$ cat src/rtl/nand_ecc_pkg.sv
package nand_ecc_pkg;
  typedef enum logic [1:0] {
    REG_CTRL   = 2'd0,
    REG_SIZE   = 2'd1,
    REG_CFG    = 2'd2,
    REG_RESULT = 2'd3
  } reg_sel_e;

  localparam int CLR_BIT  = 8;
  localparam int PTR_BIT  = 0;
  localparam int EN_BIT   = 0;
  localparam int CS_LSB   = 1;
  localparam int CS_W     = 3;
  localparam int WIDE_BIT = 7;
  localparam int SZ_LSB   = 22;
  localparam int SZ_W     = 10;
  localparam int SEL_W    = 4;
  localparam int ODD_LSB  = 16;
  localparam int COL_BITS = 3;

  typedef struct packed {
    logic            wide;
    logic [CS_W-1:0] cs;
    logic            en;
  } cfg_t;
endpackage

$ cat src/rtl/nand_ecc_regs.sv
module nand_ecc_regs
  import nand_ecc_pkg::*;
(
  input  logic                  clk,
  input  logic                  rst,
  input  logic                  wr_en,
  input  logic                  rd_en,
  input  logic [1:0]            addr,
  input  logic [31:0]           wdata,
  input  logic [31:0]           res_word,
  output logic [31:0]           rdata,
  output cfg_t                  cfg,
  output logic [SZ_W-1:0]       sz_words,
  output logic [SEL_W-1:0]      unit_sel,
  output logic                  clr_pulse
);
  logic ptr_q;

  assign clr_pulse = wr_en && (reg_sel_e'(addr) == REG_CTRL) && wdata[CLR_BIT];

  always_ff @(posedge clk) begin
    if (rst) begin
      ptr_q    <= 1'b0;
      cfg      <= '0;
      sz_words <= '0;
      unit_sel <= '0;
    end else if (wr_en) begin
      case (reg_sel_e'(addr))
        REG_CTRL: ptr_q <= wdata[PTR_BIT];
        REG_SIZE: begin
          sz_words <= wdata[SZ_LSB +: SZ_W];
          unit_sel <= wdata[SEL_W-1:0];
        end
        REG_CFG: begin
          cfg.en   <= wdata[EN_BIT];
          cfg.cs   <= wdata[CS_LSB +: CS_W];
          cfg.wide <= wdata[WIDE_BIT];
        end
        default: ;
      endcase
    end
  end

  always_ff @(posedge clk) begin
    if (rst) begin
      rdata <= '0;
    end else if (rd_en) begin
      case (reg_sel_e'(addr))
        REG_CTRL:   rdata <= {31'b0, ptr_q};
        REG_SIZE:   rdata <= {sz_words, {(32-SZ_W-SEL_W){1'b0}}, unit_sel};
        REG_CFG:    rdata <= {24'b0, cfg.wide, 3'b0, cfg.cs, cfg.en};
        default:    rdata <= res_word;
      endcase
    end
  end
endmodule

$ cat src/rtl/nand_ecc_gate.sv
module nand_ecc_gate #(
  parameter int ROW_BITS = 9,
  parameter int SZ_W     = 10,
  parameter int CS_W     = 3,
  localparam int CNT_W   = SZ_W + 2
) (
  input  logic                clk,
  input  logic                rst,
  input  logic                clr,
  input  logic                en,
  input  logic                wide,
  input  logic                sel_active,
  input  logic [CS_W-1:0]     cs_cfg,
  input  logic [SZ_W-1:0]     sz_words,
  input  logic                beat_valid,
  input  logic [CS_W-1:0]     beat_cs,
  output logic                take,
  output logic [ROW_BITS-1:0] base_addr,
  output logic [CNT_W-1:0]    cnt_q,
  output logic [CNT_W-1:0]    limit
);
  logic [CNT_W-1:0] words_p1;

  assign words_p1 = {2'b00, sz_words} + CNT_W'(1);
  assign limit    = wide ? words_p1 : {words_p1[CNT_W-2:0], 1'b0};

  assign take = beat_valid && en && sel_active && (beat_cs == cs_cfg)
                && (cnt_q < limit) && !clr;

  assign base_addr = wide ? {cnt_q[ROW_BITS-2:0], 1'b0} : cnt_q[ROW_BITS-1:0];

  always_ff @(posedge clk) begin
    if (rst || clr) begin
      cnt_q <= '0;
    end else if (take) begin
      cnt_q <= cnt_q + CNT_W'(1);
    end
  end
endmodule

$ cat src/rtl/nand_ecc_acc.sv
module nand_ecc_acc #(
  parameter int ROW_BITS = 9,
  parameter int LANES    = 2,
  localparam int NPAR    = 3 + ROW_BITS,
  localparam int DW      = 8 * LANES
) (
  input  logic                clk,
  input  logic                rst,
  input  logic                clr,
  input  logic                take,
  input  logic                wide,
  input  logic [ROW_BITS-1:0] base_addr,
  input  logic [DW-1:0]       data,
  output logic [NPAR-1:0]     even_q,
  output logic [NPAR-1:0]     odd_q
);
  logic [LANES-1:0][NPAR-1:0] lane_e;
  logic [LANES-1:0][NPAR-1:0] lane_o;

  for (genvar l = 0; l < LANES; l++) begin : g_lane
    logic [7:0]          d;
    logic [ROW_BITS-1:0] a;
    logic                on;
    logic                bpar;
    logic [NPAR-1:0]     pe;
    logic [NPAR-1:0]     po;

    assign d    = data[8*l +: 8];
    assign a    = base_addr | ROW_BITS'(l);
    assign on   = (l == 0) || wide;
    assign bpar = ^d;

    always_comb begin
      pe = '0;
      po = '0;
      if (on) begin
        for (int k = 0; k < 3; k++) begin
          for (int b = 0; b < 8; b++) begin
            if (((b >> k) & 1) == 1) po[k] = po[k] ^ d[b];
            else                     pe[k] = pe[k] ^ d[b];
          end
        end
        for (int j = 0; j < ROW_BITS; j++) begin
          if (a[j]) po[3+j] = bpar;
          else      pe[3+j] = bpar;
        end
      end
    end

    assign lane_e[l] = pe;
    assign lane_o[l] = po;
  end

  logic [NPAR-1:0] sum_e, sum_o;
  always_comb begin
    sum_e = '0;
    sum_o = '0;
    for (int l = 0; l < LANES; l++) begin
      sum_e = sum_e ^ lane_e[l];
      sum_o = sum_o ^ lane_o[l];
    end
  end

  always_ff @(posedge clk) begin
    if (rst || clr) begin
      even_q <= '0;
      odd_q  <= '0;
    end else if (take) begin
      even_q <= even_q ^ sum_e;
      odd_q  <= odd_q ^ sum_o;
    end
  end
endmodule

$ cat src/rtl/nand_ecc_gen.sv
module nand_ecc_gen
  import nand_ecc_pkg::*;
#(
  parameter int ROW_BITS = 9,
  localparam int NPAR    = COL_BITS + ROW_BITS,
  localparam int CNT_W   = SZ_W + 2
) (
  input  logic        clk,
  input  logic        rst,
  input  logic        reg_wr_i,
  input  logic        reg_rd_i,
  input  logic [1:0]  reg_addr_i,
  input  logic [31:0] reg_wdata_i,
  output logic [31:0] reg_rdata_o,
  input  logic        beat_valid_i,
  input  logic [2:0]  beat_cs_i,
  input  logic [15:0] beat_data_i,
  output logic [23:0] code_o
);
  cfg_t                cfg_q;
  logic [SZ_W-1:0]     sz_words;
  logic [SEL_W-1:0]    unit_sel;
  logic                clr_pulse;
  logic                sel_active;
  logic                cfg_en;
  logic                beat_take;
  logic [ROW_BITS-1:0] base_addr;
  logic [CNT_W-1:0]    beat_cnt;
  logic [CNT_W-1:0]    beat_limit;
  logic [NPAR-1:0]     par_even;
  logic [NPAR-1:0]     par_odd;
  logic [31:0]         res_word;

  assign sel_active = unit_sel[0];
  assign cfg_en     = cfg_q.en;
  assign res_word   = {{(ODD_LSB-NPAR){1'b0}}, par_odd, {(ODD_LSB-NPAR){1'b0}}, par_even};
  assign code_o     = {res_word[27:24], res_word[11:8], res_word[23:16], res_word[7:0]};

  nand_ecc_regs u_regs (
    .clk      (clk),
    .rst      (rst),
    .wr_en    (reg_wr_i),
    .rd_en    (reg_rd_i),
    .addr     (reg_addr_i),
    .wdata    (reg_wdata_i),
    .res_word (res_word),
    .rdata    (reg_rdata_o),
    .cfg      (cfg_q),
    .sz_words (sz_words),
    .unit_sel (unit_sel),
    .clr_pulse(clr_pulse)
  );

  nand_ecc_gate #(.ROW_BITS(ROW_BITS), .SZ_W(SZ_W), .CS_W(CS_W)) u_gate (
    .clk       (clk),
    .rst       (rst),
    .clr       (clr_pulse),
    .en        (cfg_q.en),
    .wide      (cfg_q.wide),
    .sel_active(sel_active),
    .cs_cfg    (cfg_q.cs),
    .sz_words  (sz_words),
    .beat_valid(beat_valid_i),
    .beat_cs   (beat_cs_i),
    .take      (beat_take),
    .base_addr (base_addr),
    .cnt_q     (beat_cnt),
    .limit     (beat_limit)
  );

  nand_ecc_acc #(.ROW_BITS(ROW_BITS), .LANES(2)) u_acc (
    .clk      (clk),
    .rst      (rst),
    .clr      (clr_pulse),
    .take     (beat_take),
    .wide     (cfg_q.wide),
    .base_addr(base_addr),
    .data     (beat_data_i),
    .even_q   (par_even),
    .odd_q    (par_odd)
  );
endmodule

$ cat config.mk
export PLATFORM = sky130hd
export DESIGN_NAME = nand_ecc_gen
export DESIGN_NICKNAME = d
export VERILOG_FILES = /design/src/rtl/nand_ecc_pkg.sv /design/src/rtl/nand_ecc_regs.sv /design/src/rtl/nand_ecc_gate.sv /design/src/rtl/nand_ecc_acc.sv /design/src/rtl/nand_ecc_gen.sv
export SDC_FILE = /design/constraint.sdc
export NUM_CORES = 1
export LEC_CHECK = 0
export BUFFER_PORTS_ARGS = -buffer_cell sky130_fd_sc_hd__buf_2
export CAP_MARGIN = 30
export CORE_MARGIN = 4
export CORE_UTILIZATION = 45
export DETAILED_ROUTE_END_ITERATION = 12
export PLACE_DENSITY = 0.65
export REMOVE_ABC_BUFFERS = 1
export SLEW_MARGIN = 20
export SYNTH_ARGS = -nofsm -noshare
export SYNTH_HDL_FRONTEND = slang
export SYNTH_HIERARCHICAL = 1
export SYNTH_SLANG_ARGS = --single-unit
export TNS_END_PERCENT = 100
$ cat constraint.sdc
create_clock -name clk -period 8.96 [get_ports clk]
set_input_delay 2.24 -clock clk [delete_from_list [all_inputs] [get_ports clk]]
set_output_delay 2.24 -clock clk [all_outputs]
set_load 0.01 [all_outputs]
# After elaboration in Yosys (flattened, before gate mapping)
# Cells that the tools add are included.
# word_totals
input_bits,58
register_bits,88
word_cells,125
output_inout_bits,56
# classes
n_mux,56
bitwise,38
add_sub_neg,2
magnitude_cmp,1
n_eq_ne,3
reduce_logical,15
# ops
operator,n
case mux 32 bit (3 select lines),1
2-to-1 mux 1 bit,51
bitwise XOR 12 bit,4
2-to-1 mux 12 bit,3
bitwise XOR 1 bit,34
XOR reduction 8 bit,2
"adder 12 x 1 -> 12 bit, second input constant",1
less-than comparator 12 bit,1
"adder 10 x 1 -> 11 bit, second input constant",1
2-to-1 mux 9 bit,1
logical AND 1 bit,7
AND reduction 2 bit,3
== test 3 bit,1
"== test 2 x 1 -> 1 bit, second input constant",1
"== test 2 bit, second input constant",1
zero test 2 bit,1
zero test 1 bit,1
logical OR 1 bit,1

# Longest topological paths before layout
# logic_depth
word_depth,10
ltp_mapped,20

# By module
# The synthesis kept the hierarchy.
# by_module_without_submodules
mod,instances,area_each_um2,cells_each,seq_area_each_um2
nand_ecc_regs,1,2142.1,246,1041.0
nand_ecc_acc,1,1839.3,215,480.5
nand_ecc_gate,1,1490.2,202,240.2
nand_ecc_gen,1,3.8,1,0.0

# Least setup slack after synthesis
# Ideal clock, no wire load.
# synth_timing
kind,input to register
from,input port beat_cs_i[0]
to,register u_acc.odd_q[3]
stages,11
n_path_buf,4
required_time_ps,8854
setup_slack_ps,4003
arrival_time_ps,4851
setup_ps,106
cell_sequence,xor2_1 nor4_1 o21ai_1 buf_6 clkbuf_1 nor3_1 clkbuf_1 clkbuf_1 nand4_1 mux4_2 o311ai_0
# synth_between
elab_chain_len,4
# synth_lines
element,line,rtl
start: declaration,nand_ecc_gen.sv:16,"input logic [2:0] beat_cs_i,"
== test 3 bit,nand_ecc_gate.sv:27,assign take = beat_valid && en && sel_active && (beat_cs == cs_cfg)
logical AND 1 bit,nand_ecc_gate.sv:27,
logical AND 1 bit (2 in a row),nand_ecc_gate.sv:28,&& (cnt_q < limit) && !clr;
net beat_take,nand_ecc_gen.sv:26,logic beat_take;
end signal: assignment,nand_ecc_acc.sv:70,odd_q <= odd_q ^ sum_o;
end: declaration,nand_ecc_acc.sv:15,output logic [NPAR-1:0] odd_q
# The timed path passes the listed nets, and every way through them passes these cells.
# A chain may end at the register's enable or synchronous reset.

# Final worst setup path
# layout_timing
from,input port beat_valid_i
to,register u_acc.odd_q[3]
# layout_between
elab_chain_len,5
# layout_lines
element,line,rtl
start: declaration,nand_ecc_gen.sv:15,"input logic beat_valid_i,"
logical AND 1 bit (3 in a row),nand_ecc_gate.sv:27,
logical AND 1 bit (2 in a row),nand_ecc_gate.sv:28,
net beat_take,nand_ecc_gen.sv:26,
# The timed path passes the listed nets, and every way through them passes these cells.

==> reports/metrics.yaml <==
status:
  outcome: "finished clean"
timing:
  finalSetupViolations: 0
  worst_pin_slew_ns: 0.7501
  fin_crit_ns: 4.164
  fin_crit_sh_pct: 46.47
  fin_setup_tns_ns: 0
  maxClockFrequency_mhz: 240.2
  final-hold-violation-count: 0
  slew_headroom_pct: 49.99
  grt_setup_unrepaired: "no"
  finalMaxSlewViolations: 0
  fin_hold_ws_ns: 0.4591
  fin_skew_ns: 0.01158
cts:
  cts_buffers: 9
  clock_latency_ns: 0.35
  cts_sinks: 88
  cts_htree_levels: 3
  cts_setup_buffers: 0
  cts_buffer_depth: 2
  cts-resized-gates: 0
  postCtsHoldBufs: 0
  cts_root_buf: "clkbuf_16"
  cts_tree: "yes"
  clk_pin_slew_ns: 0.06
hold_path:
  hold_path_class: "flop to flop"
pwr:
  total_power_mw: 0.9416
  pwr-share-clk_pct: 40.8
  p_leak_nw: 2.558
  seq_power_share_pct: 43.2
  p_int_mw: 0.6764
  comb_power_share_pct: 16.0
  switching_share_pct: 28.17
  vdd_drop_max_mv: 0.1362
  netSwitchingPower_mw: 0.2653
  powerDensity_nw_per_um2: 151.5
global_routing:
  grt_pass1_vias: 4753
  antenna_found_initial: 0
  grt_max_degree: 66
  grt_usage_pct: 19.88
  grt_pass1_wl_mm: 23.03
  grt.overflow.total: 0
floorplanning:
  die_w_microns: 117.6
  num_rows: 39
  die_h_microns: 117.6
  fp.coreArea_sq_um: 11610
  die_area_sq_um: 13830
  io_pins: 114
  start_util_pct: 46.56
finish:
  diodes: 0
  drive_gt1_share_pct: 22.57
  nFillCells: 1089
  syn_to_final_growth_pct: 14.92
  fin_nets: 797
synth:
  synthCells: 653
  yosys_warnings: 6
  synth_area_per_cell_sq_um: 8.281
  synth_area_sq_um: 5408
critical_path:
  arrival_ns: 4.41
  worst-path-max-fanout: 26
  criticalPathCategory: "input pin to flop"
  crit_required_ns: 9.21
  critPathCaptureType: "flop"
  cp-start-kind: "input pin"
detailed_routing:
  ant_nets: 0
  firstDrtPassIters: 5
  drt_iter0_drc: 222
  drcViolationCount: 0
  wl_mm: 13.78
  wl_per_cell_microns: 15.77
  vias: 4997
  routed_via_density: 5.717
placement:
  place.gp.congestion: 0.8641
  dp_hpwl_mm: 9.414
  io_buffers: 97
job:
  drv_cap: 0
[layout make-up]
type,instances,area [sq um],share of cell area [%]
multi-input combinational,514,3398,54.68
sequential,88,1763,28.37
timing repair buffer,105,545.5,8.778
clock buffer,12,246.5,3.966
tap,143,178.9,2.879
clock inverter,4,52.55,0.8456
inverter,8,30.03,0.4832
[cell usage in the layout, fill, tap and decap left out, drive strengths merged, types with 4 or more instances in the layout]
cell,n
nand4,19
or4,10
and2,7
a311oi,4
and3,10
nor2b,29
nor3,7
conb,8
inv,8
ha,13
nor2,57
a211o,30
nand2,77
a21oi,68
xnor2,30
nand2b,10
clkbuf,12
buf,105
nand4bb,15
mux2i,8
mux2,24
nand3,12
o21ai,11
dfxtp,88
o31ai,12
nand3b,5
xor2,14
[worst paths after layout]
check	start	end	slack [ns]	cells past startpoint
worst min register to register	u_regs/unit_sel[1]	u_regs/unit_sel[1]	0.46	2
worst max-delay path	beat_valid_i	u_acc/odd_q[3]	4.80	10
worst min-delay path	u_regs/unit_sel[1]	u_regs/unit_sel[1]	0.46	2
worst max register to register	u_regs/sz_words[0]	u_acc/odd_q[3]	4.97	15
[state kept, by name, summed over array words and instances, names as in the netlist]
name / count
u_regs/rdata: 32
u_regs/sz_words: 10
u_regs/unit_sel: 4
u_regs/cfg: 5
u_gate/cnt_q: 12
u_acc/odd_q: 12
u_regs/ptr_q: 1
u_acc/even_q: 12
[routing by layer]
metal / part of all wire [%] / vias up / GRT usage [%] / wire, microns
met5: 0 / - / 0 / 0
met4: 1.4 / 0 / 6.667 / 189
met3: 5.5 / 13 / 4.998 / 762
met2: 47 / 128 / 32.30 / 6474
met1: 46 / 2389 / 25.79 / 6357
li1: - / 2467 / - / -
[through the flow]
stage | cells | setup slack, ns | utilization [%] | cell area [sq um]
finish | 874 | 4.796 | 53.51 | 6215
global route | 874 | 4.642 | 53.51 | 6215
CTS | 874 | 4.780 | 53.51 | 6215
detailed placement | 858 | 4.424 | 50.94 | 5916
global placement | 858 | 4.496 | 50.94 | 5916
floorplan | 610 | 3.697 | - | 5177
[critical path, stage by stage]
cell and delay, ns:
buf_2 0.09, nand4b_1 0.13, nor4_1 0.42, o21ai_1 0.12
buf_4 0.23, nor3_2 0.17, buf_4 0.29, nand3_1 0.13
mux4_2 0.47, o311ai_0 0.10
[power by group through the flow]
stage | combinational, mW | clock [mW] | sequential [mW]
3_5_place_dp | 0.150 | 0 | 0.416
5_1_grt | 0.165 | 0.410 | 0.408
2_1_floorplan | 0.0883 | 0 | 0.417
6_report | 0.151 | 0.384 | 0.407
4_1_cts | 0.150 | 0.393 | 0.407
3_3_place_gp | 0.144 | 0 | 0.415
Power figures use the tool's default switching activity.
